## src/rtl/audio_link_pkg.sv

```systemverilog
package audio_link_pkg;
  localparam int unsigned TAG_W_DEF     = 16;
  localparam int unsigned SLOT_W_DEF    = 20;
  localparam int unsigned NUM_SLOTS_DEF = 12;
  localparam int unsigned SYNC_LEN_DEF  = 16;

  function automatic int unsigned frame_len(int unsigned tw, int unsigned sw, int unsigned ns);
    return tw + sw * ns;
  endfunction
endpackage

```

## src/rtl/audio_link_timer.sv

```systemverilog
module audio_link_timer #(
  parameter int unsigned FRAME_LEN = 256,
  parameter int unsigned SYNC_LEN  = 16,
  parameter int unsigned CNT_W     = $clog2(FRAME_LEN)
) (
  input  logic             clk_i,
  input  logic             rst_ni,
  input  logic             shut_off_i,
  output logic [CNT_W-1:0] nxt_pos_o,
  output logic             sync_nxt_o,
  output logic             load_o
);
  localparam logic [CNT_W-1:0] LAST_POS = CNT_W'(FRAME_LEN - 1);
  localparam logic [CNT_W-1:0] LOAD_POS = CNT_W'(FRAME_LEN - 2);
  localparam logic [CNT_W-1:0] RESTART  = CNT_W'(FRAME_LEN - 3);
  localparam logic [CNT_W-1:0] TAG_END  = CNT_W'(SYNC_LEN - 1);

  logic [CNT_W-1:0] pos_q;

  always_comb begin
    nxt_pos_o  = (pos_q == LAST_POS) ? '0 : pos_q + 1'b1;
    // sync leads the first tag bit by one clock
    sync_nxt_o = (nxt_pos_o == LAST_POS) || (nxt_pos_o < TAG_END);
    load_o     = (pos_q == LOAD_POS) && !shut_off_i;
  end

  always_ff @(posedge clk_i or negedge rst_ni) begin
    if (!rst_ni)         pos_q <= RESTART;
    else if (shut_off_i) pos_q <= RESTART;
    else                 pos_q <= nxt_pos_o;
  end
endmodule

```

## src/rtl/audio_link_store.sv

```systemverilog
module audio_link_store #(
  parameter int unsigned TAG_W     = 16,
  parameter int unsigned SLOT_W    = 20,
  parameter int unsigned NUM_SLOTS = 12,
  parameter int unsigned FRAME_LEN = TAG_W + SLOT_W * NUM_SLOTS
) (
  input  logic                        clk_i,
  input  logic                        rst_ni,
  input  logic                        load_i,
  input  logic                        valid_i,
  input  logic [TAG_W-1:0]            tag_i,
  input  logic [NUM_SLOTS*SLOT_W-1:0] slot_data_i,
  output logic [FRAME_LEN-1:0]        frame_o
);
  logic [FRAME_LEN-1:0] packed_w;

  assign packed_w[FRAME_LEN-1 -: TAG_W] = tag_i;

  // slot 0 sits just below the tag so it is sent first
  for (genvar k = 0; k < NUM_SLOTS; k++) begin : g_slot
    assign packed_w[(NUM_SLOTS-1-k)*SLOT_W +: SLOT_W] = slot_data_i[k*SLOT_W +: SLOT_W];
  end

  always_ff @(posedge clk_i or negedge rst_ni) begin
    if (!rst_ni)     frame_o <= '0;
    else if (load_i) frame_o <= valid_i ? packed_w : '0;
  end
endmodule

```

## src/rtl/audio_link_drive.sv

```systemverilog
module audio_link_drive #(
  parameter int unsigned FRAME_LEN = 256,
  parameter int unsigned CNT_W     = $clog2(FRAME_LEN)
) (
  input  logic                 clk_i,
  input  logic                 rst_ni,
  input  logic                 shut_off_i,
  input  logic [CNT_W-1:0]     nxt_pos_i,
  input  logic                 sync_nxt_i,
  input  logic [FRAME_LEN-1:0] frame_i,
  output logic                 sync_o,
  output logic                 sdo_o
);
  localparam logic [CNT_W-1:0] TOP_IDX = CNT_W'(FRAME_LEN - 1);

  logic [CNT_W-1:0] bit_idx;
  assign bit_idx = TOP_IDX - nxt_pos_i;

  always_ff @(posedge clk_i or negedge rst_ni) begin
    if (!rst_ni) begin
      sync_o <= 1'b0;
      sdo_o  <= 1'b0;
    end else if (shut_off_i) begin
      sync_o <= 1'b0;
      sdo_o  <= 1'b0;
    end else begin
      sync_o <= sync_nxt_i;
      sdo_o  <= frame_i[bit_idx];
    end
  end
endmodule

```

## src/rtl/audio_link_tx.sv

```systemverilog
module audio_link_tx #(
  parameter int unsigned TAG_W     = audio_link_pkg::TAG_W_DEF,
  parameter int unsigned SLOT_W    = audio_link_pkg::SLOT_W_DEF,
  parameter int unsigned NUM_SLOTS = audio_link_pkg::NUM_SLOTS_DEF,
  parameter int unsigned SYNC_LEN  = audio_link_pkg::SYNC_LEN_DEF
) (
  input  logic                        clk_i,
  input  logic                        rst_ni,
  input  logic                        shut_off_i,
  input  logic                        frm_valid_i,
  input  logic [TAG_W-1:0]            tag_i,
  input  logic [NUM_SLOTS*SLOT_W-1:0] slot_data_i,
  output logic                        frm_ack_o,
  output logic                        sync_o,
  output logic                        sdo_o
);
  localparam int unsigned FRAME_LEN = audio_link_pkg::frame_len(TAG_W, SLOT_W, NUM_SLOTS);
  localparam int unsigned CNT_W     = $clog2(FRAME_LEN);

  logic [CNT_W-1:0]     nxt_pos;
  logic                 sync_nxt;
  logic                 load;
  logic [FRAME_LEN-1:0] frame_q;

  audio_link_timer #(.FRAME_LEN(FRAME_LEN), .SYNC_LEN(SYNC_LEN), .CNT_W(CNT_W)) u_timer (
    .clk_i      (clk_i),
    .rst_ni     (rst_ni),
    .shut_off_i (shut_off_i),
    .nxt_pos_o  (nxt_pos),
    .sync_nxt_o (sync_nxt),
    .load_o     (load)
  );

  audio_link_store #(.TAG_W(TAG_W), .SLOT_W(SLOT_W), .NUM_SLOTS(NUM_SLOTS),
                     .FRAME_LEN(FRAME_LEN)) u_store (
    .clk_i       (clk_i),
    .rst_ni      (rst_ni),
    .load_i      (load),
    .valid_i     (frm_valid_i),
    .tag_i       (tag_i),
    .slot_data_i (slot_data_i),
    .frame_o     (frame_q)
  );

  audio_link_drive #(.FRAME_LEN(FRAME_LEN), .CNT_W(CNT_W)) u_drive (
    .clk_i      (clk_i),
    .rst_ni     (rst_ni),
    .shut_off_i (shut_off_i),
    .nxt_pos_i  (nxt_pos),
    .sync_nxt_i (sync_nxt),
    .frame_i    (frame_q),
    .sync_o     (sync_o),
    .sdo_o      (sdo_o)
  );

  assign frm_ack_o = load;
endmodule

```

## config.mk

```make
export PLATFORM = sky130hd
export DESIGN_NAME = audio_link_tx
export DESIGN_NICKNAME = d
export VERILOG_FILES = /design/src/rtl/audio_link_pkg.sv /design/src/rtl/audio_link_timer.sv /design/src/rtl/audio_link_store.sv /design/src/rtl/audio_link_drive.sv /design/src/rtl/audio_link_tx.sv
export SDC_FILE = /design/constraint.sdc
export NUM_CORES = 1
export LEC_CHECK = 0
export ABC_AREA = 1
export BUFFER_PORTS_ARGS = -buffer_cell sky130_fd_sc_hd__buf_2
export CORE_ASPECT_RATIO = 2
export CORE_MARGIN = 5
export CORE_UTILIZATION = 60
export DETAILED_ROUTE_END_ITERATION = 10
export MAX_ROUTING_LAYER = met4
export PLACE_DENSITY = 0.86
export SYNTH_ARGS = -nofsm -noshare
export SYNTH_HDL_FRONTEND = slang
export SYNTH_SLANG_ARGS = --single-unit
```

## constraint.sdc

```tcl
create_clock -name clk_i -period 6.2 [get_ports clk_i]
set_input_delay 1.24 -clock clk_i [delete_from_list [all_inputs] [get_ports clk_i]]
set_output_delay 1.24 -clock clk_i [all_outputs]
set_load 0.05 [all_outputs]
```

==> results.yml <==
placement:
  place.detailed.hpwl_um: 27100
  detailed_place.area_um2: 14700
  dp_worst_setup_slack_ns: 2.50
  globalplace.congestion: 0.899
  place.port_buffers: 262
critical_path:
  worstSetupPathType: "reg -> reg"
  r2r_slack_ns: 2.43
  crit_path_start_kind: "flip-flop"
  r2r-start: "u_timer.pos_q[1]$_DFF_PN0_"
  worstPathArrival_ns: 4.19
  critical_path.max_fanout: 35
  r2r_end: "u_drive.sdo_o$_DFF_PN0_"
  crit_path_end_kind: "flip-flop"
  critical_path_required_ns: 6.63
  worstSetupStartpoint: "u_timer.pos_q[1]$_DFF_PN0_"
  rr_worst_depth: 12
cts:
  clk_pin_slew_worst_paths_ns: 0.07
  clk_latency_ns: 0.54
  clock_tree.htree_level_count: 1
  cts_root_buffer: "sky130_fd_sc_hd__clkbuf_16"
  ctsResizeCount: 0
  cts_setup_buffers: 0
  count_of_clock_tree_sinks: 266
  hold_buffers: 0
  tritoncts: "done"
  tritoncts.num_buffers: 24
  clk_path_buf_depth: 3
cells_and_area:
  area_delta_synth_final_pct: 13.9
  fillCellCount: 1886
  postLayoutCoreUtil_pct: 69.1
  final_design_area_no_fill_um2: 15600
  final_layout_size_suffix_gt1_share_pct: 17.3
  finalNetCount: 2159
routing:
  detail_route.vias_per_cell: 6.27
  drt_first_pass_iters: 5
  routed_wl_um: 43300
  routed-via-count: 13800
  drt_drc_violations_left: 0
  initialDrtViolationCount: 1942
  drtAntennaViolNets: 0
  wire_per_inst_um: 19.7
pwr:
  leakagePower_nw: 7.93
  power-per-cell-area_nw_per_um2: 428
  max-vdd-ir-drop_uv: 307
floorplanning:
  dieHeight_um: 223
  design.die.area_um2: 26100
  core_region_area_um2: 22500
  floorplan.initialDensity_pct: 60.6
  boundaryPins: 263
  num_rows: 78
  chipWidth_um: 117
timing:
  clock_skew_ns: 0.0191
  timing.final.crit_share_pct: 60.7
  timing_worst_slew_pin_value_ns: 1.30
  worst_slew_margin_rel_pct: 13.2
  setup_viol: 0
  hold_viol_final: 0
  grt_setup_unrepaired: "no"
  postLayoutSetupSlackWorst_ns: 2.43
  whs_ns: 0.503
  final_max_slew_viol_count: 0
  totalNegativeSetupSlack_ns: 0
  period_needed_ns: 3.77
  maxClockFrequency_mhz: 266
logic_synthesis:
  seq_area_frac_synth_pct: 48.8
  synthesis.area_per_instance_um2: 7.72
  synth.distinct_cells: 29
  synth_cells: 1769
  yosys_warnings: 0
  synth_fp_nets: 2032
  synth.cell_area_um2: 13700
  synth.ff_latch_count: 266
worst_hold_path:
  hold_path_class: "reg -> reg"
  hold_path_depth: 2
  min_delay_worst_endpoint: "u_store.frame_o[207]$_DFFE_PN0P_"
  hp-start: "u_store.frame_o[207]$_DFFE_PN0P_"
outcome:
  status: "completed"
grt:
  grt_start_max_net_pins: 209
  grt_overflow_total: 0
  grt_antenna_before_repair: 5
  first_pass_grt_wire_length_um: 67900
  grt_pass1_vias: 13300
  track_usage_pct: 33.6
run:
  maxCapViolCount: 0
## metrics by stage
step,total power [mW],cells
2_1_floorplan,4.30,1769
5_1_grt,7.09,2199
4_1_cts,6.64,2194
3_3_place_gp,4.88,2150
3_5_place_dp,4.98,2150
6_report,6.67,2199
## logic make-up (layout without fill, tap and decap cells)
logic type / Yosys count / after routing / synth area share, %
adders and majority gates: 3 / 3 / 0.275
and+or+nand+nor: 993 / 993 / 32.8
DFF: 266 / 266 / 48.8
other: 0 / 5 / 0
xor gates and xnor gates: 2 / 2 / 0.128
AOI/OAI and AO/OA: 290 / 290 / 10.9
buffers and inverters: 215 / 360 / 7.18
## state kept, by name, summed over array words and instances, names as in the netlist
name	flops
u_drive.sdo_o	1
u_store.frame_o	256
u_drive.sync_o	1
u_timer.pos_q	8
## worst max path at each step
stage                     depth (start not counted)                 endpoint  slack, ns
after CTS                                        12  u_drive.sdo_o$_DFF_PN0_       2.49
after global placement                           12  u_drive.sdo_o$_DFF_PN0_       2.63
final                                            12  u_drive.sdo_o$_DFF_PN0_       2.43
after global routing                             12  u_drive.sdo_o$_DFF_PN0_       2.12
after detailed placement                         12  u_drive.sdo_o$_DFF_PN0_       2.50
after floorplan                                   5                frm_ack_o       2.54
## power by group
part | total, mW | switching (mW) | internal, mW | leakage [nW]
Combinational | 2.18 | 1.43 | 0.753 | 4.04
Sequential | 2.84 | 0.371 | 2.46 | 3.46
Clock | 1.65 | 0.678 | 0.977 | 0.428
Total | 6.67 | 2.48 | 4.19 | 7.93
## cell usage in the layout (no fill, tap or decap), drive strengths merged
cell,count
nand3,582
nand2,398
o21ai,277
buf,272
dfrtp,259
inv,42
clkbuf,36
o211ai,9
nor2,9
dfstp,7
diode,5
clkinv,5
bufinv,4
ha,3
xor2,2
nor3,1
a21o,1
or2,1
a21oi,1
o21a,1
nor4,1
o41ai,1
nand4,1
clkinvlp,1
## critical path, cell delays in order, from the launching register on
cell                       delay (ns)
sky130_fd_sc_hd__dfrtp_1         0.44
sky130_fd_sc_hd__ha_1            0.24
sky130_fd_sc_hd__or2_2           0.32
sky130_fd_sc_hd__nand2_2         0.60
sky130_fd_sc_hd__clkinv_1        1.05
sky130_fd_sc_hd__nand3_1         0.35
sky130_fd_sc_hd__nand3_1         0.10
sky130_fd_sc_hd__nand3_1         0.10
sky130_fd_sc_hd__nand3_1         0.14
sky130_fd_sc_hd__nand2_1         0.09
sky130_fd_sc_hd__nand2_1         0.05
sky130_fd_sc_hd__nand3_1         0.10
sky130_fd_sc_hd__nand2_1         0.06
## cell type report
cell class	count	area, um2	area share [%]
sequential	266	6670	42.8
multi-input combinational	1288	6060	38.9
timing repair buffer	273	1440	9.28
clock buffer	35	723	4.65
tap	280	350	2.25
inverter	43	164	1.05
clock inverter	9	148	0.948
antenna	5	12.5	0.0804
## cells in the mapped netlist
cell type	count	area share, %
sky130_fd_sc_hd__o21ai_1	13	0.48
sky130_fd_sc_hd__inv_1	42	1.2
sky130_fd_sc_hd__nor3_1	1	0.037
sky130_fd_sc_hd__o41ai_1	1	0.064
sky130_fd_sc_hd__nand2_2	1	0.046
sky130_fd_sc_hd__buf_8	1	0.11
sky130_fd_sc_hd__nor4_1	1	0.046
sky130_fd_sc_hd__o211ai_1	9	0.49
sky130_fd_sc_hd__a21o_1	1	0.055
sky130_fd_sc_hd__ha_1	3	0.27
sky130_fd_sc_hd__dfstp_2	7	1.3
sky130_fd_sc_hd__buf_4	2	0.11
sky130_fd_sc_hd__a21oi_1	1	0.037
sky130_fd_sc_hd__nand3_1	582	21
sky130_fd_sc_hd__o21a_1	1	0.055
sky130_fd_sc_hd__buf_1	14	0.38
sky130_fd_sc_hd__nor2_2	2	0.092
sky130_fd_sc_hd__clkbuf_1	101	2.8
sky130_fd_sc_hd__o21ai_0	264	9.7
sky130_fd_sc_hd__dfrtp_1	259	47
sky130_fd_sc_hd__xor2_1	2	0.13
sky130_fd_sc_hd__inv_2	1	0.027
sky130_fd_sc_hd__buf_2	40	1.5
sky130_fd_sc_hd__nand4_1	1	0.046
sky130_fd_sc_hd__or2_2	1	0.046
sky130_fd_sc_hd__buf_6	14	1.2
sky130_fd_sc_hd__nand2_4	1	0.082
sky130_fd_sc_hd__nand2_1	396	11
sky130_fd_sc_hd__nor2_1	7	0.19
## per-layer routing
| layer | vias up | GRT usage [%] | routed length, um |
|---|---|---|---|
| li1 | 6280 | - | - |
| met1 | 6473 | 40.8 | 15100 |
| met2 | 843 | 52.8 | 21600 |
| met3 | 200 | 3.15 | 3280 |
| met4 | 0 | 21.7 | 3280 |
| met5 | - | - | 0 |
No activity file was read; power rests on OpenSTA's default activity.
